==> src/rtl/tmul_pkg.sv <==
package tmul_pkg;

  // Target column height for Dadda stage k (k = 1 gives 2).
  function automatic int dadda_height(input int k);
    int d;
    d = 2;
    for (int i = 1; i < k; i++) d = (d * 3) / 2;
    return d;
  endfunction

  // Number of reduction stages needed to bring maxh bits down to two.
  function automatic int dadda_stages(input int maxh);
    int s;
    s = 0;
    for (int i = 1; i < 32; i++)
      if (dadda_height(i) < maxh) s = i;
    return s;
  endfunction

  // Largest value the deleted columns 0..m-1 could have held.
  function automatic int deleted_max(input int m);
    int t;
    t = 0;
    for (int j = 0; j < m; j++) t += (j + 1) << j;
    return t;
  endfunction

  // Bias: deleted maximum rounded up to a multiple of the lowest kept weight.
  function automatic int corr_const(input int n, input int g);
    int m;
    m = n - g;
    return ((deleted_max(m) + (1 << m) - 1) >> m) << m;
  endfunction

  // Bits in absolute column c of an n x n matrix, plus one bias bit if set.
  function automatic int col_height(input int c, input int n, input int corr);
    int lo, hi, npp;
    lo  = (c > n - 1) ? c - n + 1 : 0;
    hi  = (c < n - 1) ? c : n - 1;
    npp = (hi >= lo) ? hi - lo + 1 : 0;
    return npp + ((corr >> c) & 1);
  endfunction

endpackage

==> src/rtl/tmul_ppgen.sv <==
module tmul_ppgen
  import tmul_pkg::*;
#(
  parameter int N    = 8,
  parameter int M    = 5,
  parameter int NK   = 11,
  parameter int MAXH = 9,
  parameter int CORR = 160
) (
  input  logic [N-1:0]                op_a,
  input  logic [N-1:0]                op_b,
  output logic [NK-1:0][MAXH-1:0]     mat
);

  // Only absolute columns M .. 2N-1 are built; the rest never exist.
  for (genvar k = 0; k < NK; k++) begin : g_col
    localparam int C   = M + k;
    localparam int LO  = (C > N - 1) ? C - N + 1 : 0;
    localparam int HI  = (C < N - 1) ? C : N - 1;
    localparam int NPP = (HI >= LO) ? HI - LO + 1 : 0;
    localparam bit HAS_BIAS = ((CORR >> C) & 1) == 1;
    for (genvar s = 0; s < MAXH; s++) begin : g_slot
      if (s < NPP) begin : g_pp
        assign mat[k][s] = op_a[LO+s] & op_b[C-LO-s];
      end else if (s == NPP && HAS_BIAS) begin : g_bias
        assign mat[k][s] = 1'b1;
      end else begin : g_zero
        assign mat[k][s] = 1'b0;
      end
    end
  end

endmodule

==> src/rtl/tmul_dadda.sv <==
module tmul_dadda
  import tmul_pkg::*;
#(
  parameter int N    = 8,
  parameter int M    = 5,
  parameter int NK   = 11,
  parameter int MAXH = 9,
  parameter int CORR = 160
) (
  input  logic [NK-1:0][MAXH-1:0] mat,
  output logic [NK-1:0]           row_x,
  output logic [NK-1:0]           row_y
);

  localparam int W    = 2 * MAXH;
  localparam int NSTG = dadda_stages(MAXH);

  function automatic logic [2*NK-1:0] compress(input logic [NK-1:0][MAXH-1:0] m_in);
    logic [NK-1:0][W-1:0] cur;
    logic [NK-1:0][W-1:0] nxt;
    int cnt  [NK];
    int ncnt [NK];
    int p, d, ex;
    logic x, y, z;
    logic [2*NK-1:0] rows;
    for (int k = 0; k < NK; k++) begin
      cur[k] = '0;
      cur[k][MAXH-1:0] = m_in[k];
      cnt[k] = col_height(M + k, N, CORR);
    end
    for (int s = NSTG; s >= 1; s--) begin
      d = dadda_height(s);
      for (int k = 0; k < NK; k++) begin
        nxt[k]  = '0;
        ncnt[k] = 0;
      end
      for (int k = 0; k < NK; k++) begin
        p = 0;
        for (int it = 0; it < W; it++) begin
          ex = (cnt[k] - p) + ncnt[k] - d;
          if (ex >= 2 && cnt[k] - p >= 3) begin
            x = cur[k][p]; y = cur[k][p+1]; z = cur[k][p+2];
            p = p + 3;
            if (ncnt[k] < W) nxt[k][ncnt[k]] = x ^ y ^ z;
            ncnt[k]++;
            if (k + 1 < NK) begin
              if (ncnt[k+1] < W) nxt[k+1][ncnt[k+1]] = (x & y) | (z & (x ^ y));
              ncnt[k+1]++;
            end
          end else if (ex >= 1 && cnt[k] - p >= 2) begin
            x = cur[k][p]; y = cur[k][p+1];
            p = p + 2;
            if (ncnt[k] < W) nxt[k][ncnt[k]] = x ^ y;
            ncnt[k]++;
            if (k + 1 < NK) begin
              if (ncnt[k+1] < W) nxt[k+1][ncnt[k+1]] = x & y;
              ncnt[k+1]++;
            end
          end
        end
        for (int q = 0; q < W; q++) begin
          if (q >= p && q < cnt[k]) begin
            if (ncnt[k] < W) nxt[k][ncnt[k]] = cur[k][q];
            ncnt[k]++;
          end
        end
      end
      for (int k = 0; k < NK; k++) begin
        cur[k] = nxt[k];
        cnt[k] = ncnt[k];
      end
    end
    for (int k = 0; k < NK; k++) begin
      rows[k]      = cur[k][0];
      rows[NK + k] = cur[k][1];
    end
    return rows;
  endfunction

  logic [2*NK-1:0] rows;
  assign rows  = compress(mat);
  assign row_x = rows[NK-1:0];
  assign row_y = rows[2*NK-1:NK];

endmodule

==> src/rtl/tmul_cpa.sv <==
module tmul_cpa #(
  parameter int NK    = 11,
  parameter int GUARD = 3
) (
  input  logic [NK-1:0]       row_x,
  input  logic [NK-1:0]       row_y,
  output logic [NK-GUARD-1:0] sum_hi,
  output logic                sum_cout
);

  localparam int HW = NK - GUARD;

  // Guard columns: ripple carry only, no sum bits formed.
  logic [GUARD:0] gc;
  assign gc[0] = 1'b0;
  for (genvar i = 0; i < GUARD; i++) begin : g_guard
    assign gc[i+1] = (row_x[i] & row_y[i]) | (gc[i] & (row_x[i] ^ row_y[i]));
  end

  logic [HW:0] total;
  assign total    = {1'b0, row_x[NK-1:GUARD]} + {1'b0, row_y[NK-1:GUARD]}
                  + {{HW{1'b0}}, gc[GUARD]};
  assign sum_hi   = total[HW-1:0];
  assign sum_cout = total[HW];

endmodule

==> src/rtl/trunc_mul.sv <==
module trunc_mul
  import tmul_pkg::*;
#(
  parameter int N     = 8,
  parameter int GUARD = 3
) (
  input  logic         in_valid,
  output logic         in_ready,
  input  logic [N-1:0] op_a,
  input  logic [N-1:0] op_b,
  output logic         res_valid,
  input  logic         res_ready,
  output logic [N-1:0] prod
);

  localparam int M    = N - GUARD;
  localparam int NK   = N + GUARD;
  localparam int MAXH = N + 1;
  localparam int CORR = corr_const(N, GUARD);

  logic [NK-1:0][MAXH-1:0] mat;
  logic [NK-1:0]           row_x;
  logic [NK-1:0]           row_y;
  logic                    sum_cout;

  tmul_ppgen #(.N(N), .M(M), .NK(NK), .MAXH(MAXH), .CORR(CORR)) u_pp (
    .op_a (op_a),
    .op_b (op_b),
    .mat  (mat)
  );

  tmul_dadda #(.N(N), .M(M), .NK(NK), .MAXH(MAXH), .CORR(CORR)) u_red (
    .mat   (mat),
    .row_x (row_x),
    .row_y (row_y)
  );

  tmul_cpa #(.NK(NK), .GUARD(GUARD)) u_add (
    .row_x    (row_x),
    .row_y    (row_y),
    .sum_hi   (prod),
    .sum_cout (sum_cout)
  );

  // Stateless stream: handshake passes straight through.
  assign res_valid = in_valid;
  assign in_ready  = res_ready;

endmodule

==> config.mk <==
export PLATFORM = sky130hd
export DESIGN_NAME = trunc_mul
export DESIGN_NICKNAME = d
export VERILOG_FILES = /design/src/rtl/tmul_pkg.sv /design/src/rtl/tmul_ppgen.sv /design/src/rtl/tmul_dadda.sv /design/src/rtl/tmul_cpa.sv /design/src/rtl/trunc_mul.sv
export SDC_FILE = /design/constraint.sdc
export NUM_CORES = 1
export LEC_CHECK = 0
export BUFFER_PORTS_ARGS = -buffer_cell sky130_fd_sc_hd__buf_4
export CELL_PAD_IN_SITES_DETAIL_PLACEMENT = 0
export CELL_PAD_IN_SITES_GLOBAL_PLACEMENT = 2
export CORE_ASPECT_RATIO = 0.6
export CORE_MARGIN = 10
export CORE_UTILIZATION = 34
export DETAILED_ROUTE_END_ITERATION = 6
export MAX_ROUTING_LAYER = met4
export PLACE_DENSITY = 0.83
export SYNTH_ARGS = -nofsm -noshare
export SYNTH_HDL_FRONTEND = slang
export SYNTH_SLANG_ARGS = --single-unit
==> constraint.sdc <==
create_clock -name vclk -period 10.25
set_input_delay 0.5125 -clock vclk [all_inputs]
set_output_delay 0.5125 -clock vclk [all_outputs]
set_load 0.02 [all_outputs]
==> out/results.ini <==
[sta]
max_slew.worst_pin.slew_ns=0.238
final-hold-violation-count=0
layout_min_cycle_time_ns=5.61
number_of_setup_violations_in_the_final_report=0
maxClockFrequency_mhz=178
final_max_slew_viol_count=0
max-slew-margin-rel_pct=84.0
rsz0062_at_grt=no
setup-tns-final_ns=0
final_min_period_over_clock_period_pct=54.7

[cts]
postCtsSetupBuffers=0
cts.hold.buffers_added=0
cts_resized=0

[layout]
n_antenna_cell=0
seq_area_um2=0
final_nets=259
finish.utilization_pct=40.9
clockBufferCount=0
synthToLayoutAreaGrowth_pct=16.8
layout.filler_cells=432
nFlopsAndLatches=0
drive_above_1_share_pct=13.0

[route]
drtIter0Drc=23
avgViaCountPerCell=4.34
drc_errors=0
dr_total_vias=1098
ant_nets=0
postRouteWirelength_um=3030
drt-pass1-iter-count=4
routed_wire_length_per_instance_um=12.0

[synth]
yosys_warnings=0
post_synth_num_cell_types=23
synth_top_cells_by_area=sky130_fd_sc_hd__fa_1 (45%), sky130_fd_sc_hd__inv_1 (13%), sky130_fd_sc_hd__ha_1 (12%)
synthCells=171
yosysSeqAreaShare_pct=0
synth.avg_cell_area_um2=8.36
synth_area_leader_cell=sky130_fd_sc_hd__fa_1
synth_area_um2=1430
area_share_of_the_leading_cell_type_in_the_synthesized_netlist_pct=44.8
synth.net_count=235

[floorplanning]
io_pins=28
core_area_um2=4080
die_h_um=70.2
fp-row-count=18
die_area_um2=7280
start_util_pct=35.1
floorplan.die.width_um=104

[critical_path]
cp_cell_sequence=buf_4, and2_1, fa_1, inv_1, fa_1, inv_1, fa_1, fa_1, ha_1, a21o_1, a21oi_1, fa_1, fa_1, nor2b_4, o31a_1, nor4_1, a311o_1, buf_4
cp_data_arrival_time_ns=5.10
max_stage_delay_ns=0.54
worstSetupEndpointType=primary output
timing.critical_path.fanout_max=8
critical-path-top-cell-by-count=sky130_fd_sc_hd__fa_1
crit_slowest_cell=sky130_fd_sc_hd__fa_1
critPathKind=in2out
cp_data_required_time_ns=9.74
cp-start-kind=input port

[global_route]
use_met2_pct=16.2
grt_remaining_overflow=0
global_route.usage.met3_pct=0
grt_use_total_pct=8.89
grt_peak_use_layer=met2
met1_usage_pct=11.5
antenna_found_initial=0
grt_start_max_net_pins=9
grt_pass1_vias=1274
grt_pass1_wl_um=5600

[placement]
placement.io_buffers=24
post-dp-hpwl_um=2790
place.gp.congestion=0.780

[min_path]
worstHoldPathType=in2out

[status]
run_status=complete, no violations

[pwr]
power.density_cell_area_nw_per_um2=192
leakagePower_nw=0.912
vdd.ir_drop.worst_mv=0.129

[run]
max_cap_violations=0

power breakdown:
group | internal, mW | switching (mW)
clock | 0 | 0
sequential | 0 | 0
combinational | 0.142 | 0.178
total | 0.142 | 0.178
layer usage:
layer,routed length (um),share of wire (%),up-vias
met5,0,0,-
met4,0,0,0
met3,18,0.59,0
met2,1510,50,12
met1,1500,50,540
li1,-,-,546
per-stage QoR:
stage / cell area, um2 / setup WS (ns) / hold WS [ns] / power [mW] / std cells
after global placement: 1670 / 4.66 / 1.03 / 0.323 / 253
after global routing: 1670 / 4.48 / 1.03 / 0.363 / 253
final: 1670 / 4.64 / 1.03 / 0.320 / 253
after detailed placement: 1670 / 4.58 / 1.03 / 0.329 / 253
after floorplan: 1430 / 5.04 / 1.14 / 0.219 / 171
after CTS: 1670 / 4.59 / 1.03 / 0.331 / 253
cell usage in the layout, fill, tap and decap left out, types with 2 or more instances in the layout:
master and count:
sky130_fd_sc_hd__ha_1 14, sky130_fd_sc_hd__xor2_1 2, sky130_fd_sc_hd__a21oi_1 4, sky130_fd_sc_hd__and2_1 23, sky130_fd_sc_hd__a21o_1 3, sky130_fd_sc_hd__nand2_1 26
sky130_fd_sc_hd__fa_1 32, sky130_fd_sc_hd__inv_1 50, sky130_fd_sc_hd__o21ai_0 2, sky130_fd_sc_hd__buf_4 24
worst max-delay path: cells and delay by family:
kind	cells	cell delay (ns)
fa+ha+maj	7	3.14
compound gates	4	0.67
simple gates	3	0.37
buf+inv	4	0.41
final cells by class:
| type | instances | area [um2] | area share, % |
|---|---|---|---|
| well taps | 60 | 75.1 | 4.50 |
| inverters | 50 | 188 | 11.2 |
| repair buffers | 24 | 180 | 10.8 |
| multi-input cells | 119 | 1230 | 73.5 |
kinds of logic after synthesis:
logic type	count (synthesis)	share of synthesized area, %
buffers and inverters	52	14.2
adders and majority gates	46	57.1
xor gates and xnor gates	3	1.84
AOI/OAI and AO/OA	16	7.44
and+or+nand+nor	54	19.4
path summary, 6_finish.rpt:
path	start	endpoint	slack (ns)	depth (start not counted)
min	in_valid	res_valid	1.03	0
max	op_b[6]	prod[6]	4.64	18
synthesized netlist by cell type:
cell type,number
sky130_fd_sc_hd__a21o_1,3
sky130_fd_sc_hd__a21oi_1,4
sky130_fd_sc_hd__a311o_1,1
sky130_fd_sc_hd__a31o_1,1
sky130_fd_sc_hd__a31oi_1,1
sky130_fd_sc_hd__and2_1,23
sky130_fd_sc_hd__buf_4,2
sky130_fd_sc_hd__fa_1,32
sky130_fd_sc_hd__ha_1,14
sky130_fd_sc_hd__inv_1,50
sky130_fd_sc_hd__nand2_1,26
sky130_fd_sc_hd__nand3_1,1
sky130_fd_sc_hd__nor2_1,1
sky130_fd_sc_hd__nor2b_4,1
sky130_fd_sc_hd__nor3b_1,1
sky130_fd_sc_hd__nor4_1,1
sky130_fd_sc_hd__o21a_1,1
sky130_fd_sc_hd__o21ai_0,2
sky130_fd_sc_hd__o21ai_1,1
sky130_fd_sc_hd__o21bai_1,1
sky130_fd_sc_hd__o31a_1,1
sky130_fd_sc_hd__xnor2_1,1
sky130_fd_sc_hd__xor2_1,2
Power figures use the tool's default switching activity.
